==> src/rtl/vg_pkg.sv <==
package vg_pkg;

  typedef enum logic [1:0] {
    ST_VBLANK = 2'd0,
    ST_LEAD   = 2'd1,
    ST_LINE   = 2'd2,
    ST_HBLANK = 2'd3
  } vg_state_e;

  // Test pattern: column, row and frame offsets summed; caller keeps the low bits.
  function automatic logic [15:0] vg_pixel(input logic [15:0] x,
                                           input logic [15:0] y,
                                           input logic [15:0] f);
    logic [15:0] acc;
    acc = x + (y << 2) + (f * 16'd37);
    return acc;
  endfunction

  // Larger of two ints, used for counter sizing.
  function automatic int vg_max(input int a, input int b);
    return (a > b) ? a : b;
  endfunction

endpackage

==> src/rtl/vg_cfg_latch.sv <==
module vg_cfg_latch #(
  parameter int MAX_WIDTH  = 2352,
  parameter int MAX_HEIGHT = 1726,
  parameter int WIDTH_W    = 12,
  parameter int HEIGHT_W   = 11,
  parameter int HALF_W     = 11,
  parameter int BLANK_W    = 12
) (
  input  logic                clk,
  input  logic                rst_n,
  input  logic                load,
  input  logic [WIDTH_W-1:0]  in_width,
  input  logic [HEIGHT_W-1:0] in_height,
  input  logic [BLANK_W-1:0]  in_hblank,
  input  logic                in_narrow,
  output logic [HALF_W-1:0]   half_w,
  output logic [HEIGHT_W-1:0] height,
  output logic [BLANK_W-1:0]  hblank,
  output logic                narrow
);

  logic [WIDTH_W-1:0]  w_even, w_san;
  logic [HEIGHT_W-1:0] h_san;
  logic [BLANK_W-1:0]  hb_san;

  always_comb begin
    w_even = in_width & ~WIDTH_W'(1);
    if (w_even < WIDTH_W'(2))              w_san = WIDTH_W'(2);
    else if (w_even > WIDTH_W'(MAX_WIDTH)) w_san = WIDTH_W'(MAX_WIDTH);
    else                                   w_san = w_even;

    if (in_height == '0)                       h_san = HEIGHT_W'(1);
    else if (in_height > HEIGHT_W'(MAX_HEIGHT)) h_san = HEIGHT_W'(MAX_HEIGHT);
    else                                        h_san = in_height;

    hb_san = (in_hblank == '0) ? BLANK_W'(1) : in_hblank;
  end

  always_ff @(posedge clk) begin
    if (!rst_n) begin
      half_w <= HALF_W'(1);
      height <= HEIGHT_W'(1);
      hblank <= BLANK_W'(1);
      narrow <= 1'b0;
    end else if (load) begin
      half_w <= HALF_W'(w_san >> 1);
      height <= h_san;
      hblank <= hb_san;
      narrow <= in_narrow;
    end
  end

  // Sanitised geometry never leaves its legal window.
  assert_half_range_R4: assert property (@(posedge clk) disable iff (!rst_n)
    (half_w != '0) && (half_w <= HALF_W'(MAX_WIDTH / 2)));
  assert_height_range_R5: assert property (@(posedge clk) disable iff (!rst_n)
    (height != '0) && (height <= HEIGHT_W'(MAX_HEIGHT)));
  assert_hblank_nonzero_R6: assert property (@(posedge clk) disable iff (!rst_n)
    hblank != '0);

endmodule

==> src/rtl/vg_timing.sv <==
module vg_timing
  import vg_pkg::*;
#(
  parameter int LEAD_CYC = 24,
  parameter int HALF_W   = 11,
  parameter int HEIGHT_W = 11,
  parameter int BLANK_W  = 12,
  parameter int FRAME_W  = 8
) (
  input  logic                clk,
  input  logic                rst_n,
  input  logic                enable,
  input  logic [BLANK_W-1:0]  vblank_len,
  input  logic [HALF_W-1:0]   half_w,
  input  logic [HEIGHT_W-1:0] height,
  input  logic [BLANK_W-1:0]  hblank,
  output logic                fval,
  output logic                lval,
  output logic [HALF_W-1:0]   col,
  output logic [HEIGHT_W-1:0] row,
  output logic [FRAME_W-1:0]  frame_idx,
  output logic                frame_start
);

  localparam int LEAD_W = $clog2(LEAD_CYC) + 1;
  localparam int CNT_W  = vg_max(vg_max(BLANK_W, HALF_W), LEAD_W);

  vg_state_e            state_q, state_nx;
  logic [CNT_W-1:0]     tick_q, tick_nx;
  logic [HEIGHT_W-1:0]  row_q;
  logic [FRAME_W-1:0]   frame_q;
  logic [BLANK_W-1:0]   vb_len;

  // Named internal events
  logic vb_done, lead_done, line_done, hb_done, last_row, line_end;

  always_comb begin
    vb_len    = (vblank_len == '0) ? BLANK_W'(1) : vblank_len;
    vb_done   = tick_q >= (CNT_W'(vb_len) - CNT_W'(1));
    lead_done = tick_q == CNT_W'(LEAD_CYC - 1);
    line_done = tick_q == (CNT_W'(half_w) - CNT_W'(1));
    hb_done   = tick_q == (CNT_W'(hblank) - CNT_W'(1));
    last_row  = row_q == (height - HEIGHT_W'(1));
    frame_start = (state_q == ST_VBLANK) && enable && vb_done;
    line_end    = (state_q == ST_LINE) && line_done;
  end

  always_comb begin
    state_nx = state_q;
    unique case (state_q)
      ST_VBLANK: if (frame_start) state_nx = ST_LEAD;
      ST_LEAD:   if (lead_done)   state_nx = ST_LINE;
      ST_LINE:   if (line_done)   state_nx = last_row ? ST_VBLANK : ST_HBLANK;
      ST_HBLANK: if (hb_done)     state_nx = ST_LINE;
      default:                    state_nx = ST_VBLANK;
    endcase
  end

  always_comb begin
    if (state_nx != state_q)    tick_nx = '0;
    else if (tick_q != '1)      tick_nx = tick_q + CNT_W'(1);
    else                        tick_nx = tick_q;
  end

  always_ff @(posedge clk) begin
    if (!rst_n) begin
      state_q <= ST_VBLANK;
      tick_q  <= '0;
      row_q   <= '0;
      frame_q <= '0;
    end else begin
      state_q <= state_nx;
      tick_q  <= tick_nx;
      if (frame_start)
        row_q <= '0;
      else if (line_end && !last_row)
        row_q <= row_q + HEIGHT_W'(1);
      if (line_end && last_row)
        frame_q <= frame_q + FRAME_W'(1);
    end
  end

  assign fval      = (state_q != ST_VBLANK);
  assign lval      = (state_q == ST_LINE);
  assign col       = HALF_W'(tick_q);
  assign row       = row_q;
  assign frame_idx = frame_q;

  // Age of the frame flag, kept for the lead-time check.
  logic [LEAD_W:0] fv_age_q;
  always_ff @(posedge clk) begin
    if (!rst_n || !fval)      fv_age_q <= '0;
    else if (fv_age_q != '1)  fv_age_q <= fv_age_q + 1'b1;
  end

  assert_lval_in_fval_R2: assert property (@(posedge clk) disable iff (!rst_n)
    lval |-> fval);
  assert_lead_gap_R3: assert property (@(posedge clk) disable iff (!rst_n)
    ($rose(lval) && row == '0) |-> (fv_age_q == (LEAD_W+1)'(LEAD_CYC)));
  assert_line_len_R4: assert property (@(posedge clk) disable iff (!rst_n)
    (lval && col == (half_w - HALF_W'(1))) |=> !lval);
  assert_fval_drop_R5: assert property (@(posedge clk) disable iff (!rst_n)
    $fell(fval) |-> $past(lval));
  assert_row_bound_R5: assert property (@(posedge clk) disable iff (!rst_n)
    fval |-> (row < height));
  assert_cfg_frozen_R10: assert property (@(posedge clk) disable iff (!rst_n)
    (fval && $past(fval)) |-> ($stable(half_w) && $stable(height) && $stable(hblank)));
  assert_idle_hold_R11: assert property (@(posedge clk) disable iff (!rst_n)
    (!fval && !enable) |=> !fval);

endmodule

==> src/rtl/vg_pattern.sv <==
module vg_pattern
  import vg_pkg::*;
#(
  parameter int NTAPS    = 2,
  parameter int HALF_W   = 11,
  parameter int HEIGHT_W = 11,
  parameter int FRAME_W  = 8,
  parameter int PIX_W    = 10
) (
  input  logic [HALF_W-1:0]             col,
  input  logic [HEIGHT_W-1:0]           row,
  input  logic [FRAME_W-1:0]            frame_idx,
  output logic [NTAPS-1:0][PIX_W-1:0]   pix
);

  for (genvar t = 0; t < NTAPS; t++) begin : g_tap
    logic [15:0] x;
    logic [15:0] val;
    assign x   = 16'(col) * 16'(NTAPS) + 16'(t);
    assign val = vg_pixel(x, 16'(row), 16'(frame_idx));
    assign pix[t] = val[PIX_W-1:0];
  end

endmodule

==> src/rtl/vg_tap_fmt.sv <==
module vg_tap_fmt #(
  parameter int NTAPS = 2,
  parameter int PIX_W = 10,
  parameter int OUT_W = 8
) (
  input  logic                          clk,
  input  logic                          rst_n,
  input  logic                          lval,
  input  logic                          narrow,
  input  logic [NTAPS-1:0][PIX_W-1:0]   pix_in,
  output logic [NTAPS-1:0][PIX_W-1:0]   tap_out
);

  localparam int DROP = PIX_W - OUT_W;

  for (genvar t = 0; t < NTAPS; t++) begin : g_fmt
    logic [PIX_W-1:0] shrunk;
    assign shrunk = pix_in[t] >> DROP;
    assign tap_out[t] = !lval ? '0 : (narrow ? shrunk : pix_in[t]);

    assert_idle_zero_R2: assert property (@(posedge clk) disable iff (!rst_n)
      !lval |-> (tap_out[t] == '0));
    assert_narrow_top_R9: assert property (@(posedge clk) disable iff (!rst_n)
      narrow |-> (tap_out[t][PIX_W-1:OUT_W] == '0));
    assert_wide_pass_R9: assert property (@(posedge clk) disable iff (!rst_n)
      (lval && !narrow) |-> (tap_out[t] == pix_in[t]));
  end

endmodule

==> src/rtl/dual_tap_vidgen.sv <==
module dual_tap_vidgen #(
  parameter int MAX_WIDTH  = 2352,
  parameter int MAX_HEIGHT = 1726,
  parameter int PIX_W      = 10,
  parameter int OUT_W      = 8,
  parameter int LEAD_CYC   = 24,
  parameter int BLANK_W    = 12,
  parameter int FRAME_W    = 8,
  parameter int WIDTH_W    = $clog2(MAX_WIDTH + 1),
  parameter int HEIGHT_W   = $clog2(MAX_HEIGHT + 1)
) (
  input  logic                clk,
  input  logic                rst_n,
  input  logic                enable,
  input  logic [WIDTH_W-1:0]  cfg_width,
  input  logic [HEIGHT_W-1:0] cfg_height,
  input  logic [BLANK_W-1:0]  cfg_hblank,
  input  logic [BLANK_W-1:0]  cfg_vblank,
  input  logic                cfg_narrow,
  output logic                fval,
  output logic                lval,
  output logic [PIX_W-1:0]    tap0,
  output logic [PIX_W-1:0]    tap1
);

  localparam int NTAPS  = 2;
  localparam int HALF_W = $clog2(MAX_WIDTH / NTAPS + 1);

  logic                         frame_start;
  logic [HALF_W-1:0]            half_w, col;
  logic [HEIGHT_W-1:0]          height, row;
  logic [BLANK_W-1:0]           hblank;
  logic                         narrow;
  logic [FRAME_W-1:0]           frame_idx;
  logic [NTAPS-1:0][PIX_W-1:0]  pix, taps;

  vg_cfg_latch #(
    .MAX_WIDTH(MAX_WIDTH), .MAX_HEIGHT(MAX_HEIGHT), .WIDTH_W(WIDTH_W),
    .HEIGHT_W(HEIGHT_W), .HALF_W(HALF_W), .BLANK_W(BLANK_W)
  ) cfg_i (
    .clk(clk), .rst_n(rst_n), .load(frame_start),
    .in_width(cfg_width), .in_height(cfg_height), .in_hblank(cfg_hblank),
    .in_narrow(cfg_narrow),
    .half_w(half_w), .height(height), .hblank(hblank), .narrow(narrow)
  );

  vg_timing #(
    .LEAD_CYC(LEAD_CYC), .HALF_W(HALF_W), .HEIGHT_W(HEIGHT_W),
    .BLANK_W(BLANK_W), .FRAME_W(FRAME_W)
  ) timing_i (
    .clk(clk), .rst_n(rst_n), .enable(enable), .vblank_len(cfg_vblank),
    .half_w(half_w), .height(height), .hblank(hblank),
    .fval(fval), .lval(lval), .col(col), .row(row),
    .frame_idx(frame_idx), .frame_start(frame_start)
  );

  vg_pattern #(
    .NTAPS(NTAPS), .HALF_W(HALF_W), .HEIGHT_W(HEIGHT_W),
    .FRAME_W(FRAME_W), .PIX_W(PIX_W)
  ) pattern_i (
    .col(col), .row(row), .frame_idx(frame_idx), .pix(pix)
  );

  vg_tap_fmt #(
    .NTAPS(NTAPS), .PIX_W(PIX_W), .OUT_W(OUT_W)
  ) fmt_i (
    .clk(clk), .rst_n(rst_n), .lval(lval), .narrow(narrow),
    .pix_in(pix), .tap_out(taps)
  );

  assign tap0 = taps[0];
  assign tap1 = taps[1];

  assert_reset_quiet_R1: assert property (@(posedge clk)
    $rose(rst_n) |-> (!fval && !lval && tap0 == '0 && tap1 == '0));

endmodule

==> config.mk <==
export PLATFORM = sky130hd
export DESIGN_NAME = dual_tap_vidgen
export DESIGN_NICKNAME = d
export VERILOG_FILES = /design/src/rtl/vg_pkg.sv /design/src/rtl/vg_cfg_latch.sv /design/src/rtl/vg_timing.sv /design/src/rtl/vg_pattern.sv /design/src/rtl/vg_tap_fmt.sv /design/src/rtl/dual_tap_vidgen.sv
export SDC_FILE = /design/constraint.sdc
export NUM_CORES = 1
export LEC_CHECK = 0
export BUFFER_PORTS_ARGS = -buffer_cell sky130_fd_sc_hd__buf_4
export CAP_MARGIN = 20
export CORE_ASPECT_RATIO = 0.8
export CORE_UTILIZATION = 45
export CTS_CLUSTER_SIZE = 28
export DETAILED_ROUTE_END_ITERATION = 10
export SLEW_MARGIN = 10
export SYNTH_ARGS = -nofsm -noshare
export SYNTH_HDL_FRONTEND = slang
export SYNTH_HIERARCHICAL = 1
export SYNTH_SLANG_ARGS = --single-unit
==> constraint.sdc <==
create_clock -name clk -period 6.1 [get_ports clk]
set_input_delay 1.22 -clock clk [delete_from_list [all_inputs] [get_ports clk]]
set_output_delay 1.22 -clock clk [all_outputs]
set_load 0.01 [all_outputs]
==> out/results.ini, run 1 <==
[floorplanning]
ios = 73
die_h_um = 110
dieArea_um2 = 15000
rows = 38
core_area_um2 = 13800
initial_core_util_pct = 47.2
dieWidth_um = 137

[routing]
drt_pre_antenna_iters = 5
drtAntennaViolNets = 0
drt_iter0_markers = 289
drc = 0
routed_via_density = 5.83
routedWlPerCell_um = 16.0
drt-total-wl_um = 16800
via_count = 6085

[sta]
period_share_pct = 95.1
finalHoldViolCount = 0
slew_headroom_pct = 28.6
rsz0062_at_grt = false
tns_ns = 0
fin_worst_skew_ns = 0.00921
setup_slack_ns = 0.300
final_period_minus_worst_setup_slack_ns = 5.80
slew_violations = 0
setup_viol = 0
worst_slew_pin_slew_ns = 1.07
fmax_ghz = 0.172

[global_routing]
grt_pass1_wl_um = 27100
first_global_vias = 5575
grt_max_degree = 45
track_usage_pct = 22.8
antenna_found_initial = 0
grt.overflow.total = 0

[flow_run]
maxCapViolCount = 0

[clock_tree]
clock_path_buffers = 2
clock_sinks = 68
cts_buffers = 9
cts_hold_buf = 0
cts_tree = yes
cts_setup_buffers = 0
clk_pin_slew_ns = 0.06
htree_levels = 3
cts-root-buf = clkbuf_16
clk_latency_ns = 0.34
cts-resized-gates = 0

[power_and_ir_drop]
p_leak_nw = 2.96
power_per_cell_area_nw_per_um2 = 147
peakVddDrop_uv = 93.3
power_mw = 1.08

[synthesis]
syn_area_per_cell_um2 = 7.96
synth-warning-count = 6
synthCells = 821
synthesis.nets = 931
synth_area_um2 = 6530

[run_status]
outcome = finished clean

[layout]
drive_gt1_share_pct = 12.3
multi_input_area_um2 = 4640
fill_cells = 1321
regArea_um2 = 1360
diodes = 0
syn_to_final_growth_pct = 12.9
nets = 969

[critical_path]
critical_path_class = reg -> out
cp_num_buf_inv = 3
slowest_delay_ns = 0.54
crit_fanout = 5
reg2reg_to = timing_i/row[8]
r2r-start = cfg_i/half_w[0]
critPathMostFrequentCell = ha_1
reg2regPathDepth = 9
path_cells = ha_1 > ha_1 > inv_1 > fa_1 > inv_1 > ha_1 > a21o_1 > a21oi_1 > xnor2_1 > fa_1 > ha_1 > and4_1 > a21oi_1 > xor2_1 > mux2i_1 > nor2b_1 > buf_4
cp.required_ns = 4.88
cp-end-kind = output port
crit_arrival_ns = 4.58
crit_family = adder cells
crit_path_top_delay_cell = fa_1
r2r_slack_ns = 2.13
startpoint_type = register
crit_path_start = timing_i/frame_idx[6]

[place]
dp_slack_ns = 0.551
port_buffers = 71
hpwl_um = 12800
gp_congestion = 0.843

[worst_hold_path]
hold_end = cfg_i/height[1]
hp-class = reg -> reg
min-delay-start = cfg_i/height[1]
min_path_cells = 2

## final cells by class
cell class / count / share of cell area (%)
multi-input cells: 632 / 62.9
clock inverters: 3 / 0.611
repair buffers: 77 / 7.84
inverters: 71 / 3.61
flip-flops and latches: 68 / 18.5
well taps: 180 / 3.05
clock buffers: 13 / 3.53
## state kept, by name (all words and copies together), names as in the netlist
signal              flops
timing_i/tick_q        12
timing_i/state_q        2
timing_i/row           11
cfg_i/narrow            1
timing_i/frame_idx      8
cfg_i/half_w           11
cfg_i/hblank           12
cfg_i/height           11
## worst max path at each step
stage              end  slack, ns  depth (start not counted)
6_report       tap1[7]       0.30                         17
5_1_grt        tap1[7]      0.001                         17
4_1_cts        tap1[7]       0.18                         17
3_5_place_dp   tap1[7]       0.55                         17
3_3_place_gp   tap1[7]       0.64                         17
2_1_floorplan  tap1[7]       0.93                         16
## worst register-to-register path: cells and delay by family, from the launching register on
family | cells | cell delay, ns
and+or+nand+nor | 4 | 2.62
AOI/OAI and AO/OA | 3 | 0.55
DFF | 1 | 0.36
adders and majority gates | 1 | 0.30
buffers and inverters | 1 | 0.08
## per-layer routing
layer | global-route usage [%] | wire, µm
met1 | 31.4 | 8310
met5 | 0 | 0
met2 | 37.2 | 7330
met4 | 7.14 | 251
met3 | 2.72 | 862
## power by group
group	internal (mW)	total [mW]	switching [mW]
Sequential	0.446	0.452	0.00626
Combinational	0.0476	0.0964	0.0488
Clock	0.339	0.535	0.196
## metrics by stage
step | util, % | instance area (µm²) | hold WS, ns | cells
detailed placement | 51.1 | 7070 | 0.477 | 1028
global placement | 51.1 | 7070 | 0.466 | 1028
CTS | 53.3 | 7370 | 0.490 | 1044
finish | 53.3 | 7370 | 0.485 | 1044
floorplan | - | 6530 | 0.414 | 821
global route | 53.3 | 7370 | 0.512 | 1044
## cells in the final DEF, fill, tap and decap left out, drive strengths merged, types with 31 or more instances in the layout
master	instances
a21oi	40
buf	77
dfxtp	68
ha	46
inv	70
mux2i	39
nand2	43
nor2	42
nor2b	38
nor4	31
xnor2	45
Note: power is estimated with default switching activity, not from simulation.
==> run 2, diff against run 1 <==
--- a/config.mk
+++ b/config.mk
@@ -5,8 +5,8 @@
 export SDC_FILE = /design/constraint.sdc
 export NUM_CORES = 1
 export LEC_CHECK = 0
-export BUFFER_PORTS_ARGS = -buffer_cell sky130_fd_sc_hd__buf_4
-export CAP_MARGIN = 20
+export BUFFER_PORTS_ARGS = -buffer_cell sky130_fd_sc_hd__buf_2
+export CAP_MARGIN = 10
 export CORE_ASPECT_RATIO = 0.8
 export CORE_UTILIZATION = 45
 export CTS_CLUSTER_SIZE = 28
==> out/results.ini, run 2 (synthesis gave the netlist of run 1 again) <==
[critical_path]
crit_arrival_ns = 4.54
startpoint_type = register
crit_path_top_delay_cell = fa_1
crit_path_start = timing_i/frame_idx[6]
r2r-start = cfg_i/half_w[0]
cp.required_ns = 4.88
r2r_slack_ns = 2.14
critPathMostFrequentCell = ha_1
slowest_delay_ns = 0.52
crit_fanout = 5
critical_path_class = reg -> out
path_cells = ha_1 > ha_1 > inv_1 > fa_1 > inv_1 > ha_1 > a21o_1 > a21oi_1 > xnor2_1 > fa_1 > ha_1 > and4_1 > a21oi_1 > xor2_1 > mux2i_1 > nor2b_1 > buf_2
reg2regPathDepth = 9
reg2reg_to = timing_i/frame_idx[4]
cp-end-kind = output port

[layout]
utilization_pct = 52.0
syn_to_final_growth_pct = 10.2
reg.largest.list = cfg_i/hblank x12, timing_i/tick_q x12
regArea_um2 = 1360
drive_gt1_share_pct = 12.5
diodes = 0
final_cell_mix = 71 x buf_2, 70 x inv_1, 67 x dfxtp_1
layout_commonest_cell = buf_2
fin_area_um2 = 7190
nets = 969
fill_cells = 1282
multi_input_area_um2 = 4640

[sta]
slew_violations = 0
worst_slew_pin_slew_ns = 1.03
setup_viol = 0
finalHoldViolCount = 0
slew_headroom_pct = 31.3
fmax_ghz = 0.173
tns_ns = 0
period_share_pct = 94.5
finalHoldWorstSlack_ns = 0.487
setup_slack_ns = 0.336
rsz0062_at_grt = false
final_period_minus_worst_setup_slack_ns = 5.76
fin_worst_skew_ns = 0.00720

[power_and_ir_drop]
p_leak_nw = 2.93
peakVddDrop_uv = 107
power_per_cell_area_nw_per_um2 = 149

[flow_run]
maxCapViolCount = 0

[clock_tree]
clk_latency_ns = 0.33
clock_sinks = 68
cts_buffers = 9
clk_pin_slew_ns = 0.06
clock_path_buffers = 2
cts-root-buf = clkbuf_16
cts_tree = yes
htree_levels = 3

[routing]
drt-total-wl_um = 16300
drtAntennaViolNets = 0
drt_pre_antenna_iters = 5
via_count = 6017
drt_iter0_markers = 276
routedWlPerCell_um = 15.6
routed_via_density = 5.76
drc = 0

[floorplanning]
initial_core_util_pct = 47.2
ios = 73
rows = 38
dieWidth_um = 137
die_h_um = 110
core_area_um2 = 13800
dieArea_um2 = 15000

[place]
place_area_um2 = 6890
gp_congestion = 0.848
hpwl_um = 12400
port_buffers = 71
dp_slack_ns = 0.597

[global_routing]
first_global_vias = 5580
track_usage_pct = 22.6
antenna_found_initial = 0
grt.overflow.total = 0
grt_max_degree = 45
grt_pass1_wl_um = 26800

[worst_hold_path]
hp-class = reg -> reg
hold_end = cfg_i/height[1]
min-delay-start = cfg_i/height[1]
min_path_cells = 2

[run_status]
outcome = finished clean

==> run 2: changes by cell type in the layout (fill, tap and decap cells not counted) <==
cell | previous run | this run
buf_4 | 77 | 6
clkbuf_1 | 2 | 0
clkinv_4 | 0 | 1
clkbuf_8 | 2 | 1
clkinv_2 | 0 | 2
buf_2 | 0 | 71
==> run 2: worst max-delay path: cells and delay by family (launching register included) <==
family          cells  cell delay (ns)
xor+xnor            2             0.35
simple gates        2             0.38
compound gates      3             0.54
mux                 1             0.10
flops               1             0.40
fa+ha+maj           6             2.20
buf+inv             3             0.23
==> run 2: metal layers <==
layer	track usage [%]	vias up	part of all wire, %
met5	0	-	0
met4	8.41	0	1.7
met3	2.07	15	4.6
met2	35.8	166	43
met1	31.7	2804	51
li1	-	3032	-
==> run 2: final cells by class <==
type	instances	share of cell area, %
Clock buffer	10	3.32
Clock inverter	6	0.887
Inverter	71	3.70
Multi-Input combinational cell	632	64.5
Sequential cell	68	18.9
Tap cell	180	3.13
Timing Repair Buffer	77	5.57
==> run 2: power by group <==
| group | internal (mW) | total (mW) | switching (mW) |
|---|---|---|---|
| clock network | 0.327 | 0.536 | 0.209 |
| registers | 0.446 | 0.452 | 0.00653 |
| logic | 0.0388 | 0.0871 | 0.0483 |
| total | 0.812 | 1.08 | 0.264 |
==> run 2: metrics by stage <==
stage	power (mW)	instances
after floorplan	0.512	821
after global placement	0.545	1028
after detailed placement	0.549	1028
after CTS	1.08	1044
after global routing	1.11	1044
final	1.08	1044
==> run 2: worst max-delay path by stage <==
| stage | slack (ns) | cells past startpoint | endpoint |
|---|---|---|---|
| 6_report | 0.34 | 17 | tap0[7] |
| 5_1_grt | 0.03 | 17 | tap0[7] |
| 4_1_cts | 0.22 | 17 | tap0[7] |
| 3_5_place_dp | 0.60 | 17 | tap0[7] |
| 3_3_place_gp | 0.65 | 17 | tap1[7] |
| 2_1_floorplan | 0.93 | 16 | tap1[7] |
==> run 2: what timing repair did <==
action / 4_1_cts / 5_1_grt
gates resized for setup: 0 / 1
setup endpoints to repair: 0 / 1
hold buffers: 0 / 0
buffers inserted: 0 / 0
